**config.mk**
```make
export PLATFORM = sky130hd
export DESIGN_NAME = mebuf_readout
export DESIGN_NICKNAME = d
export VERILOG_FILES = /design/src/rtl/mebuf_pkg.sv /design/src/rtl/mebuf_store.sv /design/src/rtl/mebuf_rdctl.sv /design/src/rtl/mebuf_readout.sv
export SDC_FILE = /design/constraint.sdc
export NUM_CORES = 2
export LEC_CHECK = 0
export BUFFER_PORTS_ARGS = -buffer_cell sky130_fd_sc_hd__buf_2
export CORE_UTILIZATION = 40
export CTS_BUF_LIST = sky130_fd_sc_hd__clkbuf_8
export DETAILED_ROUTE_END_ITERATION = 10
export GPL_TIMING_DRIVEN = 0
export PLACE_DENSITY = 0.65
export SYNTH_ARGS = -nofsm -noshare
export SYNTH_HDL_FRONTEND = slang
export SYNTH_SLANG_ARGS = --single-unit
```
**constraint.sdc**
```tcl
create_clock -name clk -period 51.7 [get_ports clk]
set_input_delay 7.755 -clock clk [delete_from_list [all_inputs] [get_ports clk]]
set_output_delay 7.755 -clock clk [all_outputs]
set_load 0.01 [all_outputs]
```
**src/rtl/mebuf_pkg.sv**
```systemverilog
package mebuf_pkg;

    typedef enum logic [1:0] {
        RD_IDLE  = 2'd0,
        RD_SEQ   = 2'd1,
        RD_ARMED = 2'd2,
        RD_RND   = 2'd3
    } rd_state_e;

    localparam logic [2:0] A_SIZE  = 3'd0;
    localparam logic [2:0] A_FREE  = 3'd1;
    localparam logic [2:0] A_REQ   = 3'd2;
    localparam logic [2:0] A_SEQ   = 3'd3;
    localparam logic [2:0] A_RND   = 3'd4;
    localparam logic [2:0] A_LOST  = 3'd5;

    localparam logic [3:0] HDR_MARK = 4'hA;

endpackage

```
**src/rtl/mebuf_store.sv**
```systemverilog
module mebuf_store #(
    parameter int NBUF = 8,
    parameter int NCH  = 2,
    parameter int MAXW = 4
) (
    input  logic                      clk,
    input  logic                      rst_n,
    input  logic                      push,
    input  logic [31:0]               push_ttag,
    input  logic [31:0]               push_cnt,
    input  logic [$clog2(MAXW+1)-1:0] push_len,
    input  logic [NCH*MAXW*32-1:0]    push_data,
    input  logic                      rel_valid,
    input  logic [31:0]               rel_cnt,
    input  logic [7:0]                smp_ch,
    input  logic [7:0]                smp_w,
    output logic                      head_valid,
    output logic [31:0]               head_ttag,
    output logic [31:0]               head_cnt,
    output logic [$clog2(MAXW+1)-1:0] head_len,
    output logic [31:0]               smp_data,
    output logic [31:0]               lost_cnt
);
    localparam int BUFW = $clog2(NBUF);
    localparam int OCW  = $clog2(NBUF + 1);
    localparam int LENW = $clog2(MAXW + 1);
    localparam int NSW  = NCH * MAXW;
    localparam int IW   = (NSW > 1) ? $clog2(NSW) : 1;
    localparam int CHW  = (NCH > 1) ? $clog2(NCH) : 1;
    localparam int WW   = (MAXW > 1) ? $clog2(MAXW) : 1;

    logic [31:0]     ttag_mem [NBUF];
    logic [31:0]     cnt_mem  [NBUF];
    logic [LENW-1:0] len_mem  [NBUF];
    logic [31:0]     smp_mem  [NBUF][NSW];

    logic [BUFW-1:0] wr_ptr, rd_ptr;
    logic [OCW-1:0]  occ, rel_n;
    logic            full, push_ok;
    logic [IW-1:0]   sidx;

    assign full    = (occ == OCW'(NBUF));
    assign push_ok = push && !full;

    always_comb begin
        if (!rel_valid)
            rel_n = '0;
        else if (rel_cnt > 32'(occ))
            rel_n = occ;
        else
            rel_n = rel_cnt[OCW-1:0];
    end

    always_ff @(posedge clk) begin
        if (!rst_n) begin
            wr_ptr   <= '0;
            rd_ptr   <= '0;
            occ      <= '0;
            lost_cnt <= '0;
        end else begin
            if (push_ok)
                wr_ptr <= wr_ptr + BUFW'(1);
            rd_ptr <= rd_ptr + BUFW'(rel_n);
            occ    <= occ - rel_n + OCW'(push_ok);
            if (push && full)
                lost_cnt <= lost_cnt + 32'd1;
        end
    end

    always_ff @(posedge clk) begin
        if (push_ok) begin
            ttag_mem[wr_ptr] <= push_ttag;
            cnt_mem[wr_ptr]  <= push_cnt;
            len_mem[wr_ptr]  <= push_len;
            for (int k = 0; k < NSW; k++)
                smp_mem[wr_ptr][k] <= push_data[k*32 +: 32];
        end
    end

    assign head_valid = (occ != '0);
    assign head_ttag  = ttag_mem[rd_ptr];
    assign head_cnt   = cnt_mem[rd_ptr];
    assign head_len   = len_mem[rd_ptr];

    always_comb begin
        sidx = IW'(smp_ch[CHW-1:0]) * IW'(MAXW) + IW'(smp_w[WW-1:0]);
        if (head_valid && (smp_ch < 8'(NCH)) && (smp_w < 8'(head_len)))
            smp_data = smp_mem[rd_ptr][sidx];
        else
            smp_data = '0;
    end

    assert_no_overflow_R8: assert property (@(posedge clk) disable iff (!rst_n)
        occ <= OCW'(NBUF));

    assert_drop_counted_R8: assert property (@(posedge clk) disable iff (!rst_n)
        (push && occ == OCW'(NBUF) && !rel_valid) |=> (lost_cnt == $past(lost_cnt) + 32'd1));

    assert_free_all_R7: assert property (@(posedge clk) disable iff (!rst_n)
        (rel_valid && rel_cnt >= 32'(occ) && !push) |=> (occ == '0));

endmodule

```
**src/rtl/mebuf_rdctl.sv**
```systemverilog
module mebuf_rdctl
    import mebuf_pkg::*;
#(
    parameter int NCH  = 2,
    parameter int MAXW = 4
) (
    input  logic                      clk,
    input  logic                      rst_n,
    input  logic [2:0]                host_addr,
    input  logic                      host_wr,
    input  logic                      host_rd,
    input  logic [31:0]               host_wdata,
    output logic [31:0]               host_rdata,
    output logic                      host_rvalid,
    output logic                      host_berr,
    input  logic                      head_valid,
    input  logic [31:0]               head_ttag,
    input  logic [31:0]               head_cnt,
    input  logic [$clog2(MAXW+1)-1:0] head_len,
    input  logic [31:0]               smp_data,
    input  logic [31:0]               lost_cnt,
    output logic [7:0]                smp_ch,
    output logic [7:0]                smp_w,
    output logic                      rel_valid,
    output logic [31:0]               rel_cnt
);
    rd_state_e   state, state_n;
    logic [8:0]  pos, pos_n;
    logic [7:0]  ch_q, ch_n, w_q, w_n;
    logic [7:0]  rq_ch, rq_ch_n, rq_len, rq_len_n;
    logic [31:0] resp_data;
    logic        resp_err;
    logic [15:0] seq_size, rnd_size;
    logic [31:0] seq_word, rnd_word;
    logic        seq_last, rnd_last;

    assign seq_size = 16'd3 + 16'(NCH) * 16'(head_len);
    assign rnd_size = 16'd3 + 16'(rq_len);
    assign seq_last = (16'(pos) == seq_size - 16'd1);
    assign rnd_last = (pos == 9'd2 + 9'(rq_len));
    assign smp_ch   = (state == RD_ARMED || state == RD_RND) ? rq_ch : ch_q;
    assign smp_w    = w_q;

    always_comb begin
        unique case (pos)
            9'd0:    seq_word = {HDR_MARK, 12'h000, seq_size};
            9'd1:    seq_word = head_ttag;
            9'd2:    seq_word = head_cnt;
            default: seq_word = smp_data;
        endcase
        unique case (pos)
            9'd0:    rnd_word = {HDR_MARK, 12'h000, rnd_size};
            9'd1:    rnd_word = head_ttag;
            9'd2:    rnd_word = head_cnt;
            default: rnd_word = smp_data;
        endcase
    end

    // state register
    always_ff @(posedge clk) begin
        if (!rst_n) begin
            state       <= RD_IDLE;
            pos         <= '0;
            ch_q        <= '0;
            w_q         <= '0;
            rq_ch       <= '0;
            rq_len      <= '0;
            host_rdata  <= '0;
            host_rvalid <= 1'b0;
            host_berr   <= 1'b0;
        end else begin
            state       <= state_n;
            pos         <= pos_n;
            ch_q        <= ch_n;
            w_q         <= w_n;
            rq_ch       <= rq_ch_n;
            rq_len      <= rq_len_n;
            host_rdata  <= resp_data;
            host_rvalid <= host_rd;
            host_berr   <= host_rd && resp_err;
        end
    end

    // next state and outputs
    always_comb begin
        state_n   = state;
        pos_n     = pos;
        ch_n      = ch_q;
        w_n       = w_q;
        rq_ch_n   = rq_ch;
        rq_len_n  = rq_len;
        resp_data = '0;
        resp_err  = 1'b0;
        rel_valid = 1'b0;
        rel_cnt   = '0;

        if (host_wr) begin
            if (host_addr == A_FREE) begin
                rel_valid = 1'b1;
                rel_cnt   = host_wdata;
                state_n   = RD_IDLE;
                pos_n     = '0;
                ch_n      = '0;
                w_n       = '0;
            end else if (host_addr == A_REQ) begin
                rq_ch_n  = host_wdata[7:0];
                rq_len_n = host_wdata[23:16];
                state_n  = RD_ARMED;
                pos_n    = '0;
                ch_n     = '0;
                w_n      = '0;
            end
        end else if (host_rd) begin
            if (host_addr == A_SIZE) begin
                resp_data = head_valid ? 32'(seq_size) : 32'd0;
            end else if (host_addr == A_LOST) begin
                resp_data = lost_cnt;
            end else if (host_addr == A_SEQ) begin
                unique case (state)
                    RD_ARMED, RD_RND: resp_err = 1'b1;
                    RD_IDLE, RD_SEQ: begin
                        if (!head_valid) begin
                            resp_err = 1'b1;
                        end else begin
                            resp_data = seq_word;
                            if (seq_last) begin
                                rel_valid = 1'b1;
                                rel_cnt   = 32'd1;
                                state_n   = RD_IDLE;
                                pos_n     = '0;
                                ch_n      = '0;
                                w_n       = '0;
                            end else begin
                                state_n = RD_SEQ;
                                pos_n   = pos + 9'd1;
                                if (pos >= 9'd3) begin
                                    if (w_q + 8'd1 == 8'(head_len)) begin
                                        w_n  = '0;
                                        ch_n = ch_q + 8'd1;
                                    end else begin
                                        w_n = w_q + 8'd1;
                                    end
                                end
                            end
                        end
                    end
                endcase
            end else if (host_addr == A_RND) begin
                unique case (state)
                    RD_IDLE, RD_SEQ: resp_err = 1'b1;
                    RD_ARMED, RD_RND: begin
                        if (!head_valid) begin
                            resp_err = 1'b1;
                            state_n  = RD_IDLE;
                            pos_n    = '0;
                            w_n      = '0;
                        end else begin
                            resp_data = rnd_word;
                            if (rnd_last) begin
                                state_n = RD_IDLE;
                                pos_n   = '0;
                                w_n     = '0;
                            end else begin
                                state_n = RD_RND;
                                pos_n   = pos + 9'd1;
                                if (pos >= 9'd3)
                                    w_n = w_q + 8'd1;
                            end
                        end
                    end
                endcase
            end
        end
    end

    assert_resp_latency_R9: assert property (@(posedge clk) disable iff (!rst_n)
        host_rd |=> host_rvalid);

    assert_no_spurious_resp_R9: assert property (@(posedge clk) disable iff (!rst_n)
        !host_rd |=> !host_rvalid);

    assert_err_with_resp_R9: assert property (@(posedge clk) disable iff (!rst_n)
        host_berr |-> host_rvalid);

    assert_unarmed_berr_R5: assert property (@(posedge clk) disable iff (!rst_n)
        (host_rd && !host_wr && host_addr == A_RND && (state == RD_IDLE || state == RD_SEQ))
        |=> host_berr);

    assert_empty_berr_R4: assert property (@(posedge clk) disable iff (!rst_n)
        (host_rd && !host_wr && host_addr == A_SEQ && !head_valid) |=> host_berr);

    assert_seq_blocked_R10: assert property (@(posedge clk) disable iff (!rst_n)
        (host_rd && !host_wr && host_addr == A_SEQ && (state == RD_ARMED || state == RD_RND))
        |=> (host_berr && state == $past(state) && pos == $past(pos)));

endmodule

```
**src/rtl/mebuf_readout.sv**
```systemverilog
module mebuf_readout #(
    parameter int NBUF = 8,
    parameter int NCH  = 2,
    parameter int MAXW = 4
) (
    input  logic                      clk,
    input  logic                      rst_n,
    input  logic                      evt_valid,
    input  logic [31:0]               evt_ttag,
    input  logic [31:0]               evt_count,
    input  logic [$clog2(MAXW+1)-1:0] evt_len,
    input  logic [NCH*MAXW*32-1:0]    evt_samples,
    input  logic [2:0]                host_addr,
    input  logic                      host_wr,
    input  logic                      host_rd,
    input  logic [31:0]               host_wdata,
    output logic [31:0]               host_rdata,
    output logic                      host_rvalid,
    output logic                      host_berr
);
    localparam int LENW = $clog2(MAXW + 1);

    logic            head_valid, rel_valid;
    logic [31:0]     head_ttag, head_cnt, smp_data, lost_cnt, rel_cnt;
    logic [LENW-1:0] head_len;
    logic [7:0]      smp_ch, smp_w;

    mebuf_store #(.NBUF(NBUF), .NCH(NCH), .MAXW(MAXW)) u_store (
        .clk        (clk),
        .rst_n      (rst_n),
        .push       (evt_valid),
        .push_ttag  (evt_ttag),
        .push_cnt   (evt_count),
        .push_len   (evt_len),
        .push_data  (evt_samples),
        .rel_valid  (rel_valid),
        .rel_cnt    (rel_cnt),
        .smp_ch     (smp_ch),
        .smp_w      (smp_w),
        .head_valid (head_valid),
        .head_ttag  (head_ttag),
        .head_cnt   (head_cnt),
        .head_len   (head_len),
        .smp_data   (smp_data),
        .lost_cnt   (lost_cnt)
    );

    mebuf_rdctl #(.NCH(NCH), .MAXW(MAXW)) u_rdctl (
        .clk         (clk),
        .rst_n       (rst_n),
        .host_addr   (host_addr),
        .host_wr     (host_wr),
        .host_rd     (host_rd),
        .host_wdata  (host_wdata),
        .host_rdata  (host_rdata),
        .host_rvalid (host_rvalid),
        .host_berr   (host_berr),
        .head_valid  (head_valid),
        .head_ttag   (head_ttag),
        .head_cnt    (head_cnt),
        .head_len    (head_len),
        .smp_data    (smp_data),
        .lost_cnt    (lost_cnt),
        .smp_ch      (smp_ch),
        .smp_w       (smp_w),
        .rel_valid   (rel_valid),
        .rel_cnt     (rel_cnt)
    );

endmodule

```
* After elaboration in Yosys (flattened, before gate mapping) *
Memories as Yosys holds them, arrays and structs flattened. A register that Yosys moved wholly into a read port is not among the register bits.
Cells that the tools add are included.

operators by class
  $lt $le $gt $ge = 5
  reductions and logical operators = 26
  $add $sub $neg = 13
  bitwise operators = 4
  mux-type cells = 106
  eq/ne operators = 21

operators by type and width
  cell                                                               number
  2-to-1 mux 32 bit                                                  19
  2-to-1 mux 8 bit                                                   28
  one-hot mux 32 bit (3 select lines)                                2
  2-to-1 mux 9 bit                                                   14
  binary-select mux 32 bit (select 3 bit)                            1
  adder 32 x 1 -> 32 bit, second input constant                      1
  greater-than comparator 32 x 4 -> 1 bit                            1
  2-to-1 mux 2 bit                                                   13
  2-to-1 mux 1 bit                                                   20
  adder 2 x 8 -> 9 bit, first input constant                         2
  adder 8 x 1 -> 8 bit, second input constant                        2
  == test 9 x 16 -> 1 bit                                            1
  2-to-1 mux 16 bit                                                  1
  subtractor 16 x 1 -> 16 bit, second input constant                 1
  2-to-1 mux 3 bit                                                   4
  nonzero test 3 bit                                                 4
  AND reduction 10 bit                                               1
  adder 9 x 1 -> 9 bit, second input constant                        1
  == test 9 x 1 -> 1 bit, second input constant                      1
  == test 9 x 2 -> 1 bit, second input constant                      1
  == test 9 bit                                                      1
  greater-or-equal comparator 9 x 2 -> 1 bit, second input constant  1
  logical NOT 9 bit                                                  1
  AND reduction 9 bit                                                1
  other kinds (37)                                                   53

storage, ports and cells
  logic and storage cells = 192
  register bits after elaboration = 119
  output and inout port bits = 34
  bits of input ports = 363
  memories = 4
  RAM bits = 2,584

memory list
  memory            words  bits a word  read ports  clocked after Yosys merged registers in  wr ports  RTL line           source
  u_store.smp_mem   8      256          1           1                                        1         mebuf_store.sv:35  logic [31:0] smp_mem [NBUF][NSW];
  u_store.cnt_mem   8      32           1           1                                        1         mebuf_store.sv:33  logic [31:0] cnt_mem [NBUF];
  u_store.ttag_mem  8      32           1           1                                        1         mebuf_store.sv:32  logic [31:0] ttag_mem [NBUF];
  u_store.len_mem   8      3            1           1                                        1         mebuf_store.sv:34  logic [LENW-1:0] len_mem [NBUF];

* Logic depth before layout (Yosys ltp) *
  word-level depth = 16
  mapped depth = 25
  mapped depth without buffers = 24

* Modules after synthesis *
From an unflattened synthesis, not the netlist that was laid out.

second synthesis, totals
  cells, all modules = 5,261
  area total of the unflattened synthesis = 105,856.5 sq um

modules (own cells, without submodules)
  module       area each (sq um)  cells each  instances  seq. area each (sq um)
  mebuf_store  100,986.9          4,638       1          78,435.2
  mebuf_rdctl  4,869.7            623         1          1,521.5

* Worst setup path after synthesis *
Ideal clock, no wire load.

  path type = input to register
  from = input evt_valid
  to = memory u_store.cnt_mem[0][0], enable pin
  library setup time = 1.404 ns
  path slack = 20.361 ns
  arrival time = 29.935 ns
  required time = 50.296 ns
  path buffers = 1
  stages on the path = 4
  path through = nor2b_1 clkbuf_1 nand2b_1 nor3_1

on the way
  word-level cells in the longest chain between the ends = 3

ends and longest elaborated chain
  what                                    RTL line            source
  from (decl)                             mebuf_readout.sv:8  input logic evt_valid,
  logical AND 1 bit                       mebuf_store.sv:43   assign push_ok = push && !full;
  net u_store.push_ok                     mebuf_store.sv:39   logic full, push_ok;
  2-to-1 mux 1 bit                        mebuf_store.sv:71   if (push_ok) begin
  2-to-1 mux 1 bit (not written as such)  mebuf_store.sv:73   cnt_mem[wr_ptr] <= push_cnt;
  to (decl)                               mebuf_store.sv:33

The timed path passes the listed nets, and every way through them passes these cells.

* Worst setup path in the final report *
  from = input host_addr[0]
  to = register u_store.occ[3]

on the way
  word-level cells in the longest chain between the ends = 11
  elaborated cells between the ends (all ways) = 21
  classes of those cells = add/sub (2); order compare (1); eq/ne (3); mux (14); reduce/logical (1)

ends and longest elaborated chain
  what                                     RTL line             source
  from (decl)                              mebuf_readout.sv:13  input logic [2:0] host_addr,
  == test 3 x 2 -> 1 bit                   mebuf_rdctl.sv:118   end else if (host_addr == A_SEQ) begin
  2-to-1 mux 32 bit                        mebuf_rdctl.sv:118
  2-to-1 mux 32 bit                        mebuf_rdctl.sv:116   end else if (host_addr == A_LOST) begin
  2-to-1 mux 32 bit                        mebuf_rdctl.sv:114   if (host_addr == A_SIZE) begin
  2-to-1 mux 32 bit                        mebuf_rdctl.sv:113   end else if (host_rd) begin
  2-to-1 mux 32 bit                        mebuf_rdctl.sv:97    if (host_wr) begin
  greater-than comparator 32 x 4 -> 1 bit  mebuf_store.sv:48    else if (rel_cnt > 32'(occ))
  2-to-1 mux 4 bit                         mebuf_store.sv:48
  2-to-1 mux 4 bit (*)                     mebuf_store.sv:46    if (!rel_valid)
  subtractor 4 bit (*)                     mebuf_store.sv:64    occ <= occ - rel_n + OCW'(push_ok);
  adder 4 x 1 -> 4 bit (*)                 mebuf_store.sv:64
  to (signal assigned)                     mebuf_store.sv:64
  to (decl)                                mebuf_store.sv:38    logic [OCW-1:0] occ, rel_n;

Mark *: on every way between the ends. The rest lies on a longest branch, timed or not.
A chain may end at the register's enable or synchronous reset.

==> key figures <==
Synthesis
  – Synth Area per Inst: 22.59 sq um
  – EDFF count, synth: around 2,600
  – Mapped Nets: 5,004
  – Ys flop type: edfxtp_1
  – Area of the mapped netlist: 104,300 sq um
  – Register area share after synthesis: 76.69%
  – Synth area leader: edfxtp_1
  – Yosys top cell area share: 74.42%
  – #FFs+latches synth: 2,702
  – Synth warn: 0
  – Synth area leaders: edfxtp_1, mux4_2, dfxtp_1, mux2i_1, nand2_1
  – Synth Instances: approximately 4,600
  – Async SR Flop Fraction: 0%
  – Count of different cell masters after synthesis: 70

Worst setup path
  – Critical path's largest stage delay: between 0.5 and 0.6 ns
  – Worst path slowest cell: nor3_1
  – CP endpoint kind: flop
  – CP Data Required Time: between 50 and 60 ns
  – Critical path class: primary input to flop
  – Buf+Inv Stages, Crit Path: 2
  – Data arrival time of the worst path: 12.51 ns
  – Cell Chain, Critical Path: buf_2, clkbuf_1, nand3b_1, nor3_1, and2_1, nand4_1, nand2_1, nand2_1, ha_1, nor2b_1, o21a_1, o21a_1, o21ai_0, nand2_1, mux2_2, nand2_1, ha_1, ha_1, a21o_1, a21oi_1, xnor2_1, nor3_1, nor3_1
  – Cell repeated most along the worst path: nand2_1
  – CP Max Fanout: 10
  – Critical path launch point type: primary input
  – Crit path max-delay family: simple AND/OR/NAND/NOR gates

Status
  – Status: complete, no violations

Clock network
  – Clock root cell: clkbuf_8
  – CTS tree: yes
  – CTS H-Tree Depth: 5
  – Resized Gates After CTS: 0
  – CTS max path bufs: 4
  – CTS clock-pin slew for the worst setup and hold paths: 0.06 ns
  – Later-pin clock latency in the skew report: 1.14 ns
  – # hold bufs at CTS: 0
  – CTS buffer count: 440
  – Post-CTS setup buffer count: 0
  – CTS Sinks: 2,702

STA
  – Fin crit share: 22.44%
  – Setup_tns: 0 ns
  – Final Setup Violations: 0
  – Worst Setup Slack, final: about 40 ns
  – Crit path time final: 11.60 ns
  – Setup Skew: 0.1404 ns
  – Final Hold Fails: 0
  – Slew headroom: 4.947%
  – RSZ-0062 raised after global routing: no
  – Fmax: 86.19 MHz
  – Tightest Pin Transition: between 1 and 1.5 ns
  – Fin. max-slew vios: 0
  – Hold_ws: 0.4609 ns

Floorplan
  – Std cell rows: 187
  – Die H: 512.5 microns
  – Die X: between 500 and 600 microns
  – Initial Utilization: about two fifths
  – Area of the core: about 260,000 sq um
  – # IOs: 397
  – Area of the die: 262,700 sq um

Global routing
  – Gr usage total: 21.06%
  – Vias in the first global route: 53,490
  – Grt ovf: 0
  – Largest net degree at the start of global routing: 26
  – First-pass GRT wire length: 393,400 microns
  – Antenna violations before repair: 194

Final layout
  – Fraction of layout instances using a drive strength above 1: about a third
  – Final std cells w/o fill: 9,417
  – Cell area after layout: 121,800 sq um
  – # nets final: 6,028
  – Fin util: 46.94%
  – Area growth, synth to finish: 16.82%

Drt
  – Total wire length: ~280,000 microns
  – Avg Vias per Cell: roughly 5.6
  – DR iter-0 viols: 5,744
  – DR WL/cell: ~30 microns
  – Antenna Nets Post-Route: 0
  – Vias: 53,130
  – Drt drc: 0
  – 1st-pass router iterations: 6

Place
  – Placed wire-length estimate: around 190,000 microns
  – Pre-CTS setup slack: 39.12 ns
  – Input/output buffers: 395
  – Placed cell area: 113,700 sq um
  – Placed insts: between 8,000 and 9,000
  – RD Place Congestion: between 0.8 and 0.9

Run
  – Max-Cap Viols: 0

Pwr
  – Lkg Pwr: between 30 and 40 nW
  – Power, Total: 4.704 mW
  – Max VDD drop: 0.02617 mV
  – PwrDens: between 30 and 40 nW/um^2

Hold path
  – Hold Path Class: flop to flop
[cells by family (layout without fill, tap and decap cells)]
family	count (synthesis)	after routing	share of synthesized area, %
buffers and inverters	255	1613	1.114
and+or+nand+nor	410	410	1.956
other	0	42	0
adders and majority gates	26	26	0.3264
muxes	900	900	17.78
AOI/OAI and AO/OA	257	257	1.572
xor gates and xnor gates	65	65	0.5592
DFF	2702	2702	76.69
[Yosys cell counts, drive strengths merged (3+ instances only)]
library cell  count
mux2             18
nor4             18
or2               3
edfxtp         2584
inv              19
a21o              3
and4b             3
a211oi            9
a221oi            4
or3               5
a31o              4
nand3b            4
dfxtp           118
a31oi             8
or4               4
o21ai            58
and2             33
a21oi            48
nand4            18
a221o             3
nor2             70
nor2b             6
o211ai            6
buf             141
o21a              7
o22ai            59
a22oi            23
and3             19
clkbuf           93
nor4b             3
o2111ai           3
nor3             40
ha               24
nand2           124
mux2i           124
a211o             4
xnor2            42
mux4            758
a21boi            3
xor2             22
and4              4
nand2b           12
nand3            41
[registers in the layout, summed over array words and instances (netlist names)]
signal	count
u_rdctl.state	1
u_rdctl.host_rvalid	1
u_rdctl.ch_q	8
u_rdctl.host_rdata	32
u_rdctl.rq_len	8
u_store.len_mem	24
u_store.lost_cnt	32
u_rdctl.rq_ch	8
u_store.ttag_mem	256
u_rdctl.host_berr	1
u_rdctl.pos	9
u_rdctl.smp_w	8
u_store.smp_mem	2048
u_store.wr_ptr	3
u_store.rd_ptr	3
u_store.cnt_mem	256
u_store.occ	4
[worst min-delay path, cell delays in order, from the launching register on]
cell     delay (ns)
dfxtp_1        0.31
nand2_1        0.05
a21oi_1        0.05
[metal layers]
| layer | track usage [%] | share of wire, % | vias to the layer above |
|---|---|---|---|
| li1 | - | - | 21840 |
| met2 | 33.16 | 48 | 2422 |
| met1 | 28.37 | 40 | 28060 |
| met5 | 0 | 0.28 | - |
| met3 | 6.088 | 9.2 | 681 |
| met4 | 6.398 | 2.6 | 128 |
[power breakdown]
group / switching (mW) / internal, mW / leakage [nW]
logic: 0.272 / 0.190 / 9.50
registers: 0.0220 / 2.51 / 24.4
clock network: 0.832 / 0.878 / 4.68
[path summary, 6_finish.rpt]
| path | slack (ns) | start | endpoint | cells past startpoint |
|---|---|---|---|---|
| hold / removal | 0.46 | u_rdctl.rq_ch[7] | u_rdctl.rq_ch[7] | 2 |
| setup reg to reg | 45.78 | u_store.rd_ptr[0] | u_store.occ[3] | 25 |
| hold reg to reg | 0.46 | u_rdctl.rq_ch[7] | u_rdctl.rq_ch[7] | 2 |
| setup / recovery | 40.10 | host_addr[0] | u_store.occ[3] | 23 |
[layout make-up]
type	instances	area, sq um
Fill cell	21390	137700
Antenna cell	42	105.1
Buffer	234	1085
Tap cell	3402	4257
Clock buffer	452	6221
Inverter	21	78.83
Multi-Input combinational cell	1658	23200
Timing Repair Buffer	582	5141
Clock inverter	324	1755
Sequential cell	2702	79960
[cells in the final DEF, fill, tap and decap left out, types with 38 or more instances in the layout]
master and count:
o22ai_1 59, xnor2_1 42, buf_12 76, mux4_2 758, nand2_1 124, nor2_1 64
a21oi_1 48, mux2i_1 121, nor3_1 38, dfxtp_1 118, clkbuf_1 93, edfxtp_1 2584
clkbuf_8 452, o21ai_0 57, clkinv_1 89, nand3_1 41, buf_6 74, diode_2 42
inv_1 184, clkinv_2 38, buf_2 476
Note: power is estimated with default switching activity, not from simulation.
